$ cat src/rtl/pmul_pkg.sv
package pmul_pkg;

    localparam int unsigned OPW = 16;
    localparam int unsigned PW  = 2 * OPW;
    localparam int unsigned XW  = OPW + 1;

    typedef logic [OPW-1:0] half_t;
    typedef logic [PW-1:0]  prod_t;

    typedef struct packed {
        half_t val;
        logic  sgn;
    } operand_t;

    typedef struct packed {
        half_t hi;
        half_t lo;
    } split_t;

    typedef enum logic {
        FMT_SHIFTED = 1'b0,
        FMT_FULL    = 1'b1
    } fmt_e;

    localparam int unsigned HALF_IDX_LO = 0;
    localparam int unsigned HALF_IDX_HI = 1;
    localparam int unsigned NUM_HALVES  = 2;

    // Extend an operand by one bit: sign copy when flagged signed, zero otherwise.
    function automatic logic signed [XW-1:0] widen(operand_t op);
        return $signed({op.sgn & op.val[OPW-1], op.val});
    endfunction

    // Half-LSB bias for the bit that becomes the top of the lower half.
    function automatic prod_t round_bias(logic en, fmt_e f);
        prod_t b;
        b = '0;
        if (en) begin
            if (f == FMT_FULL) b[OPW-1] = 1'b1;
            else               b[OPW-2] = 1'b1;
        end
        return b;
    endfunction

    function automatic split_t arrange(prod_t p, fmt_e f);
        split_t s;
        if (f == FMT_FULL) begin
            s.hi = p[PW-1:OPW];
            s.lo = p[OPW-1:0];
        end else begin
            s.hi = p[PW-2:OPW-1];
            s.lo = {p[PW-1], p[OPW-2:0]};
        end
        return s;
    endfunction

endpackage

$ cat src/rtl/pmul_opnd_reg.sv
module pmul_opnd_reg
    import pmul_pkg::*;
(
    input  logic     clk,
    input  logic     rst,
    input  logic     ld,
    input  half_t    d_val,
    input  logic     d_sgn,
    output operand_t q
);

    always_ff @(posedge clk) begin
        if (rst) begin
            q <= '0;
        end else if (ld) begin
            q.val <= d_val;
            q.sgn <= d_sgn;
        end
    end

endmodule

$ cat src/rtl/pmul_datapath.sv
module pmul_datapath
    import pmul_pkg::*;
(
    input  operand_t a_op,
    input  operand_t b_op,
    input  logic     rnd,
    input  fmt_e     fmt,
    output split_t   halves
);

    logic signed [PW-1:0] ax;
    logic signed [PW-1:0] bx;
    prod_t                raw;
    prod_t                biased;

    assign ax     = PW'(widen(a_op));
    assign bx     = PW'(widen(b_op));
    assign raw    = prod_t'(ax * bx);
    assign biased = raw + round_bias(rnd, fmt);
    assign halves = arrange(biased, fmt);

endmodule

$ cat src/rtl/pmul_half_reg.sv
module pmul_half_reg
    import pmul_pkg::*;
(
    input  logic  clk,
    input  logic  rst,
    input  logic  ld,
    input  logic  bypass,
    input  half_t d,
    output half_t held,
    output half_t view
);

    always_ff @(posedge clk) begin
        if (rst)     held <= '0;
        else if (ld) held <= d;
    end

    assign view = bypass ? d : held;

endmodule

$ cat src/rtl/pmul16_top.sv
module pmul16_top
    import pmul_pkg::*;
(
    input  logic              clk,
    input  logic              rst,
    input  logic              ld_a,
    input  logic [OPW-1:0]    a_in,
    input  logic              a_signed,
    input  logic              ld_b,
    input  logic [OPW-1:0]    b_in,
    input  logic              b_signed,
    input  logic              rnd_in,
    input  logic              fmt_full,
    input  logic              ld_hi,
    input  logic              ld_lo,
    input  logic              bypass,
    input  logic              hi_sel_lo,
    input  logic              oe_main,
    input  logic              oe_aux,
    output logic [OPW-1:0]    main_out,
    output logic              main_drv,
    output logic [OPW-1:0]    aux_out,
    output logic              aux_drv
);

    operand_t a_q;
    operand_t b_q;
    logic     rnd_q;
    split_t   fmt_res;
    fmt_e     fmt_sel;
    half_t    half_d    [NUM_HALVES];
    half_t    half_held [NUM_HALVES];
    half_t    half_view [NUM_HALVES];
    logic     half_ld   [NUM_HALVES];

    pmul_opnd_reg u_opa (
        .clk(clk), .rst(rst), .ld(ld_a),
        .d_val(a_in), .d_sgn(a_signed), .q(a_q)
    );

    pmul_opnd_reg u_opb (
        .clk(clk), .rst(rst), .ld(ld_b),
        .d_val(b_in), .d_sgn(b_signed), .q(b_q)
    );

    // Rounding flag follows whichever operand register loads.
    always_ff @(posedge clk) begin
        if (rst)              rnd_q <= 1'b0;
        else if (ld_a | ld_b) rnd_q <= rnd_in;
    end

    assign fmt_sel = fmt_full ? FMT_FULL : FMT_SHIFTED;

    pmul_datapath u_dp (
        .a_op(a_q), .b_op(b_q), .rnd(rnd_q), .fmt(fmt_sel), .halves(fmt_res)
    );

    assign half_d[HALF_IDX_HI]  = fmt_res.hi;
    assign half_d[HALF_IDX_LO]  = fmt_res.lo;
    assign half_ld[HALF_IDX_HI] = ld_hi;
    assign half_ld[HALF_IDX_LO] = ld_lo;

    for (genvar g = 0; g < NUM_HALVES; g++) begin : g_half
        pmul_half_reg u_hreg (
            .clk(clk), .rst(rst), .ld(half_ld[g]), .bypass(bypass),
            .d(half_d[g]), .held(half_held[g]), .view(half_view[g])
        );
    end

    assign main_drv = oe_main;
    assign aux_drv  = oe_aux;
    assign main_out = oe_main ? (hi_sel_lo ? half_view[HALF_IDX_LO]
                                           : half_view[HALF_IDX_HI]) : '0;
    assign aux_out  = oe_aux ? half_view[HALF_IDX_LO] : '0;

endmodule

$ cat config.mk
export PLATFORM = sky130hd
export DESIGN_NAME = pmul16_top
export DESIGN_NICKNAME = d
export VERILOG_FILES = /design/src/rtl/pmul_pkg.sv /design/src/rtl/pmul_opnd_reg.sv /design/src/rtl/pmul_datapath.sv /design/src/rtl/pmul_half_reg.sv /design/src/rtl/pmul16_top.sv
export SDC_FILE = /design/constraint.sdc
export NUM_CORES = 1
export LEC_CHECK = 0
export ABC_AREA = 1
export BUFFER_PORTS_ARGS = -buffer_cell sky130_fd_sc_hd__clkbuf_2
export CAP_MARGIN = 20
export CORE_ASPECT_RATIO = 1.75
export CORE_MARGIN = 1
export CORE_UTILIZATION = 40
export CTS_CLUSTER_DIAMETER = 150
export CTS_CLUSTER_SIZE = 28
export DETAILED_ROUTE_END_ITERATION = 10
export GPL_ROUTABILITY_DRIVEN = 0
export SYNTH_ARGS = -nofsm -noshare
export SYNTH_HDL_FRONTEND = slang
export SYNTH_HIERARCHICAL = 1
export SYNTH_SLANG_ARGS = --single-unit
$ cat constraint.sdc
create_clock -name clk -period 17.36 [get_ports clk]
set_input_delay 3.472 -clock clk [delete_from_list [all_inputs] [get_ports clk]]
set_output_delay 3.472 -clock clk [all_outputs]
set_load 0.1 [all_outputs]
# Word level (Yosys, flattened, before mapping)
# Index checks and enable logic that the tools add are counted.
# totals
memories	0
word_cells	22
input_bits	46
latch_bits	0
rom_bits	0
ramBits	0
reg_bits	67
output_inout_bits	34
# classes
add_sub_neg	1
multipliers	1
bitwise_logic	3
n_div	0
n_shift	0
magnitude_cmp	0
n_eq_ne	0
mux	10
reduce_logical	0
# op_table
op	count
$mux W16	5
$add A32 B16 Y32	1
$mul A17 B17 Y32	1
$mux W32	1
$mux W1	3
$and A1 B1 Y1	2
$mux W2	1
$or A1 B1 Y1	1

# Logic depth before layout (Yosys ltp)
# Gate-level depths: netlist of run 1.
# depth
word_depth	8
mapped_depth	33
mapped_depth_nobuf	31

# By module
# Netlist of run 1, hierarchy kept.
# by_module_without_submodules
module	cells_each	area_each_um2	seq_area_each_um2	instances
pmul_datapath	1558	11593.6	0.0	1
pmul_half_reg	136	887.1	320.3	2
pmul_opnd_reg	108	732.0	340.3	2
pmul16_top	96	419.2	20.0	1

# Worst setup path after synthesis of run 1
# Ideal clock, no wire load.
# synth_timing
kind	input to output
from	in fmt_full
to	out main_out[8]
t_required_ps	13888
n_path_buf	2
path_stages	28
path_slack_ps	4608
arrival_time_ps	9280
path_cell_list	buf_2 clkinv_1 buf_2 nand2_1 fa_1 inv_1 fa_1 fa_1 inv_1 fa_1 fa_1 inv_1 ha_1 a21oi_1 inv_1 a21oi_1 nor2_1 nor2_1 nand2_2 nand2_1 nand2_1 nand2_1 nand3_1 nand2_1 inv_1 a21oi_2 o21ai_0 nor2_1
# synth_rtl
element	line	source
start: declaration	pmul16_top.sv:13	input logic fmt_full,
end: declaration	pmul16_top.sv:20	output logic [OPW-1:0] main_out,

==> impl_metrics.env, run 1 <==
export IMPL_status="finished, final reports clean"
export IMPL_arrival_ns=9.52
export IMPL_clkLatencyLatePin_ns=0.37
export IMPL_seq_area_frac_synth=0.0879
export IMPL_crit_path_max_fanout=19
export IMPL_track_usage=0.224
export IMPL_worst_slack_ns=4.37
export IMPL_synth_distinct_cells=41
export IMPL_cts_root_buf="clkbuf_16"
export IMPL_power_total_mw=1.17
export IMPL_grt_max_degree=65
export IMPL_whs_ns=0.471
export IMPL_power_density_mw_per_mm2=72.8
export IMPL_placedCellCount=2618
export IMPL_synth_cells=2142
export IMPL_num_rows=94
export IMPL_fin_tns_setup_ns=0
export IMPL_cpPeakStageDelay_ns=0.52
export IMPL_via_count=12727
export IMPL_final_area_mm2=0.0161
export IMPL_rsz0062_at_grt="no"
export IMPL_final_common_cell="inv_1"
export IMPL_slew_viol_final=0
export IMPL_hold_viol_final=0
export IMPL_yosysTopAreaCellShare=0.373
export IMPL_synthArstFlopShare=0
export IMPL_cp_start_kind="primary input"
export IMPL_ios=80
export IMPL_coreArea_mm2=0.0376
export IMPL_clock_sinks=67
export IMPL_port_buffers=79
export IMPL_grt_pass1_wl_um=66900
export IMPL_cp_slowest_cell="clkinv_1"
export IMPL_antenna_found_initial=0
export IMPL_wire_per_inst_um=15.5
export IMPL_preCtsSetupSlack_ns=4.41
export IMPL_period_minus_slack_ns=12.99
export IMPL_drtIter0Drc=576
export IMPL_dp_hpwl_um=34100
export IMPL_routed_wl_um=40700
export IMPL_maxCapViolations=0
export IMPL_maxSlewHeadroom=0.331
export IMPL_htree_num_levels=3
export IMPL_p_leak_nw=9.58
export IMPL_via_per_inst=4.83
export IMPL_cp_end_kind="output port"
export IMPL_tightest_slew_ns=1.00
export IMPL_dieHeight_um=260
export IMPL_start_util=0.405
export IMPL_numCtsBuffers=9
export IMPL_first_global_vias=13423
export IMPL_clock_skew_ns=0.0252
export IMPL_dieArea_mm2=0.0389
export IMPL_cts_setup_buffers=0
export IMPL_netlist_area_mm2=0.0153
export IMPL_yosysTopAreaCell="fa_1"
export IMPL_yosys_top_cells_area="fa_1 37%, inv_1 14%, nand2_1 14%, dfxtp_1 8.8%, ha_1 6.6%"
export IMPL_cts_resized=0
export IMPL_ctsHoldBuffers=0
export IMPL_stdcell_count=2634
export IMPL_die_w_um=150
export IMPL_ys_warn_count=6
export IMPL_grt_ovfl_total=0
export IMPL_nNetsFinal=2559
export IMPL_clockBufferDepth=2
export IMPL_ys_ff_latch=67
export IMPL_postSynth_topFlopCell="dfxtp_1"
export IMPL_antennaDiodeCount=0
export IMPL_hold_class="register to register"
export IMPL_worstPathRequired_ns=13.89
export IMPL_finalCritPeriodShare=0.748
export IMPL_ant_nets=0
export IMPL_post_route_drc_count=0
export IMPL_path_clk_slew_ns=0.06
export IMPL_syn_to_final_growth_pct=5.63
export IMPL_avgSynthCellArea_um2=7.12
export IMPL_vdd_drop_max_mv=0.0862
export IMPL_first_pass_iters=5
export IMPL_postPlaceCellArea_mm2=0.0158
export IMPL_setup_violations=0
export IMPL_final_util=0.428
export IMPL_cts_tree="built"
export IMPL_synth_edf_count=0
export IMPL_timing_fmax_mhz=77.0
export IMPL_crit_type="primary input to output port"
export IMPL_syn_num_nets=2552
export IMPL_final_cell_mix="568 x inv_1, 558 x nand2_1, 284 x fa_1"
export IMPL_drive_gt1_frac=0.0845
per-layer routing:
layer / vias to the layer above / global-route usage / wire (µm)
met2: 347 / 0.427 / 22300
met4: 0 / 0.125 / 2190
li1: 6080 / - / -
met1: 6180 / 0.236 / 14900
met3: 120 / 0.0201 / 1370
met5: - / 0 / 0
where the power goes:
part | switching (mW) | internal (mW) | total [mW]
clock | 0.0900 | 0.114 | 0.204
sequential | 0.0277 | 0.172 | 0.199
combinational | 0.524 | 0.245 | 0.770
path summary, 6_finish.rpt:
check | slack (ns) | start | endpoint | cells past startpoint
worst min-delay path | 0.47 | g_half[0].u_hreg/held[12] | g_half[0].u_hreg/held[12] | 2
worst max register to register | 10.54 | u_opa/q[16] | g_half[1].u_hreg/held[11] | 25
worst max-delay path | 4.37 | fmt_full | main_out[6] | 26
worst min register to register | 0.47 | g_half[0].u_hreg/held[12] | g_half[0].u_hreg/held[12] | 2
synth_stat cells (10+ instances only):
| cell | number |
|---|---|
| fa_1 | 284 |
| clkbuf_1 | 62 |
| nor2_2 | 12 |
| ha_1 | 80 |
| nand2_1 | 558 |
| o21ai_0 | 23 |
| dfxtp_1 | 67 |
| a21oi_1 | 27 |
| inv_1 | 568 |
| a21oi_2 | 33 |
| nor2_1 | 244 |
| nand3_1 | 63 |
| buf_6 | 15 |
| xor2_1 | 10 |
| buf_4 | 13 |
| nand3b_1 | 11 |
registers in the layout (all words and copies together), names as in the netlist:
signal	count
rnd_q	1
u_opa/q	17
g_half.u_hreg/held	32
u_opb/q	17
cells by family after synthesis:
kind of cell / Yosys count / synth area share
and+or+nand+nor: 921 / 0.243
buffers and inverters: 674 / 0.179
adders and majority gates: 364 / 0.438
AOI/OAI and AO/OA: 103 / 0.0443
DFF: 67 / 0.0879
xor gates and xnor gates: 13 / 0.00747
worst max-delay path, delay by kind of cell:
kind / cells / cell delay [ns]
adder cells (fa/ha/maj): 6 / 2.70
buffers and inverters: 8 / 1.67
AND/OR/NAND/NOR: 10 / 1.46
AO/OA/AOI/OAI: 2 / 0.19
cell type report:
| class | count | area (µm²) |
|---|---|---|
| inverters | 575 | 2160 |
| multi-input cells | 1401 | 11200 |
| repair buffers | 95 | 515 |
| fillers | 3940 | 21500 |
| well taps | 480 | 601 |
| flip-flops and latches | 67 | 1340 |
| clock buffers | 9 | 225 |
| clock inverters | 7 | 81.3 |
(Power assumes the default switching activity.)
==> inputs of run 2 (changes only) <==
--- a/config.mk
+++ b/config.mk
@@ -5,7 +5,7 @@
 export SDC_FILE = /design/constraint.sdc
 export NUM_CORES = 1
 export LEC_CHECK = 0
-export ABC_AREA = 1
+export ABC_AREA = 0
 export BUFFER_PORTS_ARGS = -buffer_cell sky130_fd_sc_hd__clkbuf_2
 export CAP_MARGIN = 20
 export CORE_ASPECT_RATIO = 1.75
==> constraint.sdc (replaced) <==
create_clock -name clk -period 10.9 [get_ports clk]
set_input_delay 2.18 -clock clk [delete_from_list [all_inputs] [get_ports clk]]
set_output_delay 2.18 -clock clk [all_outputs]
set_load 0.1 [all_outputs]
==> run 2 against run 1 <==
Against the previous run: cell count down 24%; cell area is 6.2% lower; synthesized cell count down 30%; non-clock buffer count rose by 2; largest power group unchanged; clock skew fell by 0.0083 ns; die area is 7.2% lower; wire length fell by 12%; clock power rose by 48%; count of clock-buffer cells in the layout increased by 2; combinational power down 23%; sequential power increased by 56%.
==> impl_metrics.env, run 2 <==
export IMPL_status="finished, final reports clean"
export IMPL_power_density_mw_per_mm2=79.9
export IMPL_maxSlewHeadroom=0.362
export IMPL_cpPeakStageDelay_ns=0.55
export IMPL_via_per_inst=4.92
export IMPL_dieHeight_um=251
export IMPL_rsz0062_at_grt="no"
export IMPL_ys_warn_count=6
export IMPL_hold_class="register to register"
export IMPL_setup_violations=0
export IMPL_cts_resized=0
export IMPL_synth_cells=1500
export IMPL_coreArea_mm2=0.0347
export IMPL_grt_pass1_wl_um=59400
export IMPL_fin_tns_setup_ns=0
export IMPL_cts_root_buf="clkbuf_16"
export IMPL_wire_per_inst_um=17.8
export IMPL_final_cell_mix="314 x inv_1, 284 x fa_1, 160 x nand2_1"
export IMPL_maxCapViolations=0
export IMPL_ios=80
export IMPL_multiInputGateArea_mm2=0.0112
export IMPL_htree_num_levels=3
export IMPL_largest_reg_flops=32
export IMPL_crit_type="primary input to output port"
export IMPL_reg2reg_to="g_half[1].u_hreg/held[12]"
export IMPL_worstReg2RegStart="u_opb/q[4]"
export IMPL_path_clk_slew_ns=0.06
export IMPL_cts_setup_buffers=0
export IMPL_synthArstFlopShare=0
export IMPL_p_leak_nw=7.82
export IMPL_via_count=9868
export IMPL_ctsHoldBuffers=0
export IMPL_min_to="g_half[0].u_hreg/held[3]"
export IMPL_num_rows=90
export IMPL_post_route_drc_count=0
export IMPL_vdd_drop_max_mv=0.137
export IMPL_finalCritPeriodShare=0.956
export IMPL_avgSynthCellArea_um2=9.42
export IMPL_cp_slowest_cell="fa_1"
export IMPL_nNetsFinal=1951
export IMPL_first_pass_iters=7
export IMPL_postPlaceCellArea_mm2=0.0148
export IMPL_reg2reg_setup_slack_ns=4.05
export IMPL_drive_gt1_frac=0.120
export IMPL_clockBufferDepth=2
export IMPL_ys_ff_latch=67
export IMPL_path_common_cell="fa_1"
export IMPL_yosys_top_cells_area="fa_1 40%, dfxtp_1 9.5%, inv_1 8.3%, ha_1 7.1%, and2_1 6.2%"
export IMPL_clock_sinks=67
export IMPL_antenna_found_initial=1
export IMPL_ant_nets=0
export IMPL_start_util=0.408
export IMPL_track_usage=0.219
export IMPL_cp_end_kind="output port"
export IMPL_nFillCells=3525
export IMPL_syn_num_nets=1910
export IMPL_slew_viol_final=0
export IMPL_holdCritStartpoint="g_half[0].u_hreg/held[3]"
export IMPL_r2r_cells=23
export IMPL_port_buffers=79
export IMPL_numCtsBuffers=9
export IMPL_critPathBufInv=6
export IMPL_hold_viol_final=0
export IMPL_antennaDiodeCount=0
export IMPL_worstPathRequired_ns=8.72
export IMPL_grt_ovfl_total=0
export IMPL_largest_register="g_half.u_hreg/held"
export IMPL_dp_hpwl_um=30100
export IMPL_netlist_area_mm2=0.0141
export IMPL_syn_to_final_growth_pct=6.90
export IMPL_postSynth_topFlopCell="dfxtp_1"
export IMPL_yosysMostFrequentCell="inv_1"
export IMPL_period_minus_slack_ns=10.42
export IMPL_final_common_cell="inv_1"
export IMPL_timing_fmax_mhz=96.0
export IMPL_synth_distinct_cells=59
export IMPL_regArea_mm2=0.00134
export IMPL_drtIter0Drc=311
export IMPL_yosysTopAreaCellShare=0.402
export IMPL_synth_edf_count=0
export IMPL_cp_start_kind="primary input"
export IMPL_final_area_mm2=0.0151
export IMPL_grt_max_degree=68
export IMPL_critPathTopFamily="adder cells"
export IMPL_arrival_ns=8.24
export IMPL_die_w_um=144
export IMPL_seq_area_frac_synth=0.0949
export IMPL_dieArea_mm2=0.0361
export IMPL_yosysTopAreaCell="fa_1"
export IMPL_clkLatencyLatePin_ns=0.36
export IMPL_crit_path_max_fanout=18
export IMPL_reg_top3="g_half.u_hreg/held (32), u_opa/q (17), u_opb/q (17)"
export IMPL_hold_depth=2
export IMPL_first_global_vias=11112
export IMPL_routed_wl_um=35800
export IMPL_cts_tree="built"
export IMPL_clock_skew_ns=0.0168
export IMPL_synthTopCellsByCount="314 x inv_1, 284 x fa_1, 160 x nand2_1"
export IMPL_tightest_slew_ns=0.956
==> run 2: cell types whose count changed after synthesis, sizes merged, moves of 35 or more <==
cell	change
mux2i	+82
mux2	+47
nand3	-59
a21oi	-35
inv	-259
nor2	-163
nand2	-407
and2	+140
==> run 2: kinds of logic after synthesis <==
kind of cell | after synthesis | share of synthesized area
buf+inv | 382 | 0.114
flops | 67 | 0.0949
xor+xnor | 38 | 0.0235
mux | 129 | 0.101
fa+ha+maj | 364 | 0.473
compound gates | 73 | 0.0401
simple gates | 447 | 0.154
==> run 2: layout make-up <==
class                           count  share of cell area
Multi-Input combinational cell   1051               0.740
Sequential cell                    67              0.0888
Inverter                          315              0.0783
Tap cell                          460              0.0381
Timing Repair Buffer               97              0.0353
Clock buffer                       11              0.0154
Clock inverter                      5             0.00406
==> run 2: how the worst max path moves through the flow <==
stage / from / to / cells past startpoint
6_report: fmt_full / main_out[11] / 25
5_1_grt: fmt_full / main_out[14] / 24
4_1_cts: fmt_full / main_out[11] / 25
3_5_place_dp: fmt_full / main_out[11] / 25
3_3_place_gp: fmt_full / main_out[11] / 25
2_1_floorplan: fmt_full / main_out[15] / 24
==> run 2: where the power goes <==
part | switching, mW | leakage, nW | internal, mW
sequential | 0.0435 | 0.550 | 0.266
clock | 0.123 | 0.144 | 0.179
combinational | 0.374 | 7.13 | 0.222
total | 0.540 | 7.82 | 0.667
==> run 2: stage by stage <==
stage	hold slack [ns]	instances	worst slack (ns)	power, mW	util
after detailed placement	0.484	1990	0.472	0.908	0.427
final	0.493	2006	0.485	1.21	0.436
after floorplan	0.456	1500	0.225	0.750	-
after CTS	0.498	2006	0.458	1.22	0.436
after global placement	0.469	1990	0.542	0.907	0.427
after global routing	0.507	2006	0.106	1.29	0.436
==> run 2: worst reg2reg max path: cells and delay by family (launching register included) <==
| family | cells | cell delay, ns |
|---|---|---|
| fa+ha+maj | 7 | 3.29 |
| compound gates | 5 | 1.17 |
| mux | 2 | 0.43 |
| simple gates | 4 | 0.43 |
| buf+inv | 5 | 0.53 |
| flops | 1 | 0.84 |
==> run 2: per-layer routing <==
| metal | global-route usage | share of wire | vias up |
|---|---|---|---|
| li1 | - | - | 4562 |
| met1 | 0.239 | 0.37 | 5016 |
| met2 | 0.413 | 0.56 | 208 |
| met3 | 0.0279 | 0.031 | 80 |
| met4 | 0.0948 | 0.040 | 2 |
| met5 | 0 | 0.00036 | - |
==> inputs of run 3 (changes only) <==
--- a/config.mk
+++ b/config.mk
@@ -15,6 +15,7 @@
 export CTS_CLUSTER_SIZE = 28
 export DETAILED_ROUTE_END_ITERATION = 10
 export GPL_ROUTABILITY_DRIVEN = 0
+export PLACE_DENSITY_LB_ADDON = 0.12
 export SYNTH_ARGS = -nofsm -noshare
 export SYNTH_HDL_FRONTEND = slang
 export SYNTH_HIERARCHICAL = 1
==> run 3 against run 2 <==
Against the previous run: first-iteration DRC count grew 41%; worst hold slack got worse by 0.0016 ns; register-to-register slack lost 0.33 ns; clock skew is 0.00093 ns lower; via count up 0.77%; cell count about the same; power up 6.6%; core utilization increased by 0.21 points; highest routed layer is now met4.
==> impl_metrics.env, run 3 (synthesis gave the netlist of run 2 again) <==
export IMPL_wire_per_inst_um=19.2
export IMPL_routed_wl_um=38600
export IMPL_post_route_drc_count=0
export IMPL_reg_top3="g_half.u_hreg/held (32), u_opa/q (17), u_opb/q (17)"
export IMPL_largest_reg_flops=32
export IMPL_port_buffers=79
export IMPL_finalCritPeriodShare=0.950
export IMPL_cp_end_kind="output port"
export IMPL_die_w_um=144
export IMPL_clock_sinks=67
export IMPL_status="finished, final reports clean"
export IMPL_path_clk_slew_ns=0.06
export IMPL_first_pass_iters=4
export IMPL_slew_viol_final=0
export IMPL_final_common_cell="inv_1"
export IMPL_ant_nets=0
export IMPL_p_leak_nw=7.85
export IMPL_hold_viol_final=0
export IMPL_timing_fmax_mhz=96.5
export IMPL_power_total_mw=1.29
export IMPL_arrival_ns=8.18
export IMPL_ctsHoldBuffers=0
export IMPL_final_cell_mix="314 x inv_1, 284 x fa_1, 160 x nand2_1"
export IMPL_drive_gt1_frac=0.119
export IMPL_crit_path_max_fanout=4
export IMPL_via_count=9944
export IMPL_period_minus_slack_ns=10.36
export IMPL_syn_to_final_growth_pct=7.40
export IMPL_fin_tns_setup_ns=0
export IMPL_numCtsBuffers=9
export IMPL_dieHeight_um=251
export IMPL_clock_skew_ns=0.0159
export IMPL_setup_violations=0
export IMPL_nNetsFinal=1949
export IMPL_drtIter0Drc=437
export IMPL_clkLatencyLatePin_ns=0.36
export IMPL_crit_type="primary input to output port"
export IMPL_worstPathRequired_ns=8.72
export IMPL_htree_num_levels=3
export IMPL_start_util=0.408
export IMPL_grt_pass1_wl_um=62600
export IMPL_vdd_drop_max_mv=0.160
export IMPL_cp_start_kind="primary input"
export IMPL_clockBufferDepth=2
export IMPL_rsz0062_at_grt="no"
export IMPL_dieArea_mm2=0.0361
export IMPL_grt_max_degree=68
export IMPL_track_usage=0.234
export IMPL_via_per_inst=4.96
export IMPL_first_global_vias=11107
export IMPL_ios=80
export IMPL_maxCapViolations=0
export IMPL_final_util=0.438
export IMPL_cts_root_buf="clkbuf_16"
export IMPL_hold_class="register to register"
export IMPL_maxSlewHeadroom=0.281
export IMPL_cts_tree="built"
export IMPL_grt_ovfl_total=0
export IMPL_largest_register="g_half.u_hreg/held"
export IMPL_cts_resized=0
export IMPL_power_density_mw_per_mm2=84.8
export IMPL_cts_setup_buffers=0
export IMPL_whs_ns=0.491
export IMPL_coreArea_mm2=0.0347
export IMPL_num_rows=90
export IMPL_dp_hpwl_um=31700
export IMPL_tightest_slew_ns=1.08
export IMPL_antenna_found_initial=1
==> run 3: cell types whose count changed in the layout (fill, tap and decap cells not counted) <==
cell,change
buf_4,-3
bufinv_16,+3
clkbuf_1,-2
diode_2,+2
buf_12,+1
clkinv_2,-1
clkinv_4,-1
==> run 3: final cells by class <==
class	count	area [µm²]
multi-input cells	1051	11200
well taps	460	576
diodes	2	5.00
inverters	315	1180
repair buffers	95	531
clock inverters	6	138
flip-flops and latches	67	1340
clock buffers	9	225
fillers	3521	19500
==> run 3: final timing paths <==
path / cells past startpoint / end / slack [ns] / startpoint
max reg2reg: 24 / g_half[1].u_hreg/held[12] / 3.72 / u_opb/q[3]
min reg2reg: 2 / g_half[0].u_hreg/held[2] / 0.49 / g_half[0].u_hreg/held[2]
max: 24 / aux_out[15] / 0.54 / fmt_full
min: 2 / g_half[0].u_hreg/held[2] / 0.49 / g_half[0].u_hreg/held[2]
==> run 3: stage by stage <==
stage	area (µm²)	worst slack, ns	std cells
finish	15200	0.540	2005
detailed placement	14800	0.600	1988
global route	15200	0.226	2004
global placement	14800	0.643	1988
CTS	15200	0.581	2003
floorplan	14100	0.225	1500
==> run 3: routing by layer <==
| layer | wire length (µm) | part of all wire | global-route usage |
|---|---|---|---|
| met2 | 21300 | 0.55 | 0.433 |
| met1 | 15100 | 0.39 | 0.277 |
| met4 | 1120 | 0.029 | 0.0775 |
| met3 | 1050 | 0.027 | 0.0237 |
| met5 | 0 | 0 | 0 |
==> run 3: worst max-delay path, cell delays in order <==
cell	delay, ns
clkbuf_2	0.13
inv_2	0.07
nand2_1	0.07
fa_1	0.55
inv_1	0.05
fa_1	0.50
fa_1	0.53
inv_1	0.05
fa_1	0.49
fa_1	0.51
inv_1	0.05
ha_1	0.33
nor2_1	0.21
nor3_4	0.07
a21oi_1	0.31
o221ai_2	0.20
o31ai_4	0.32
a21oi_4	0.11
o211ai_2	0.20
a21oi_1	0.11
o31ai_1	0.33
mux2_2	0.23
and2_1	0.13
clkbuf_2	0.45
==> run 3: power by group <==
part	switching (mW)	internal [mW]
clock	0.126	0.247
combinational	0.379	0.224
sequential	0.0460	0.266
total	0.551	0.736
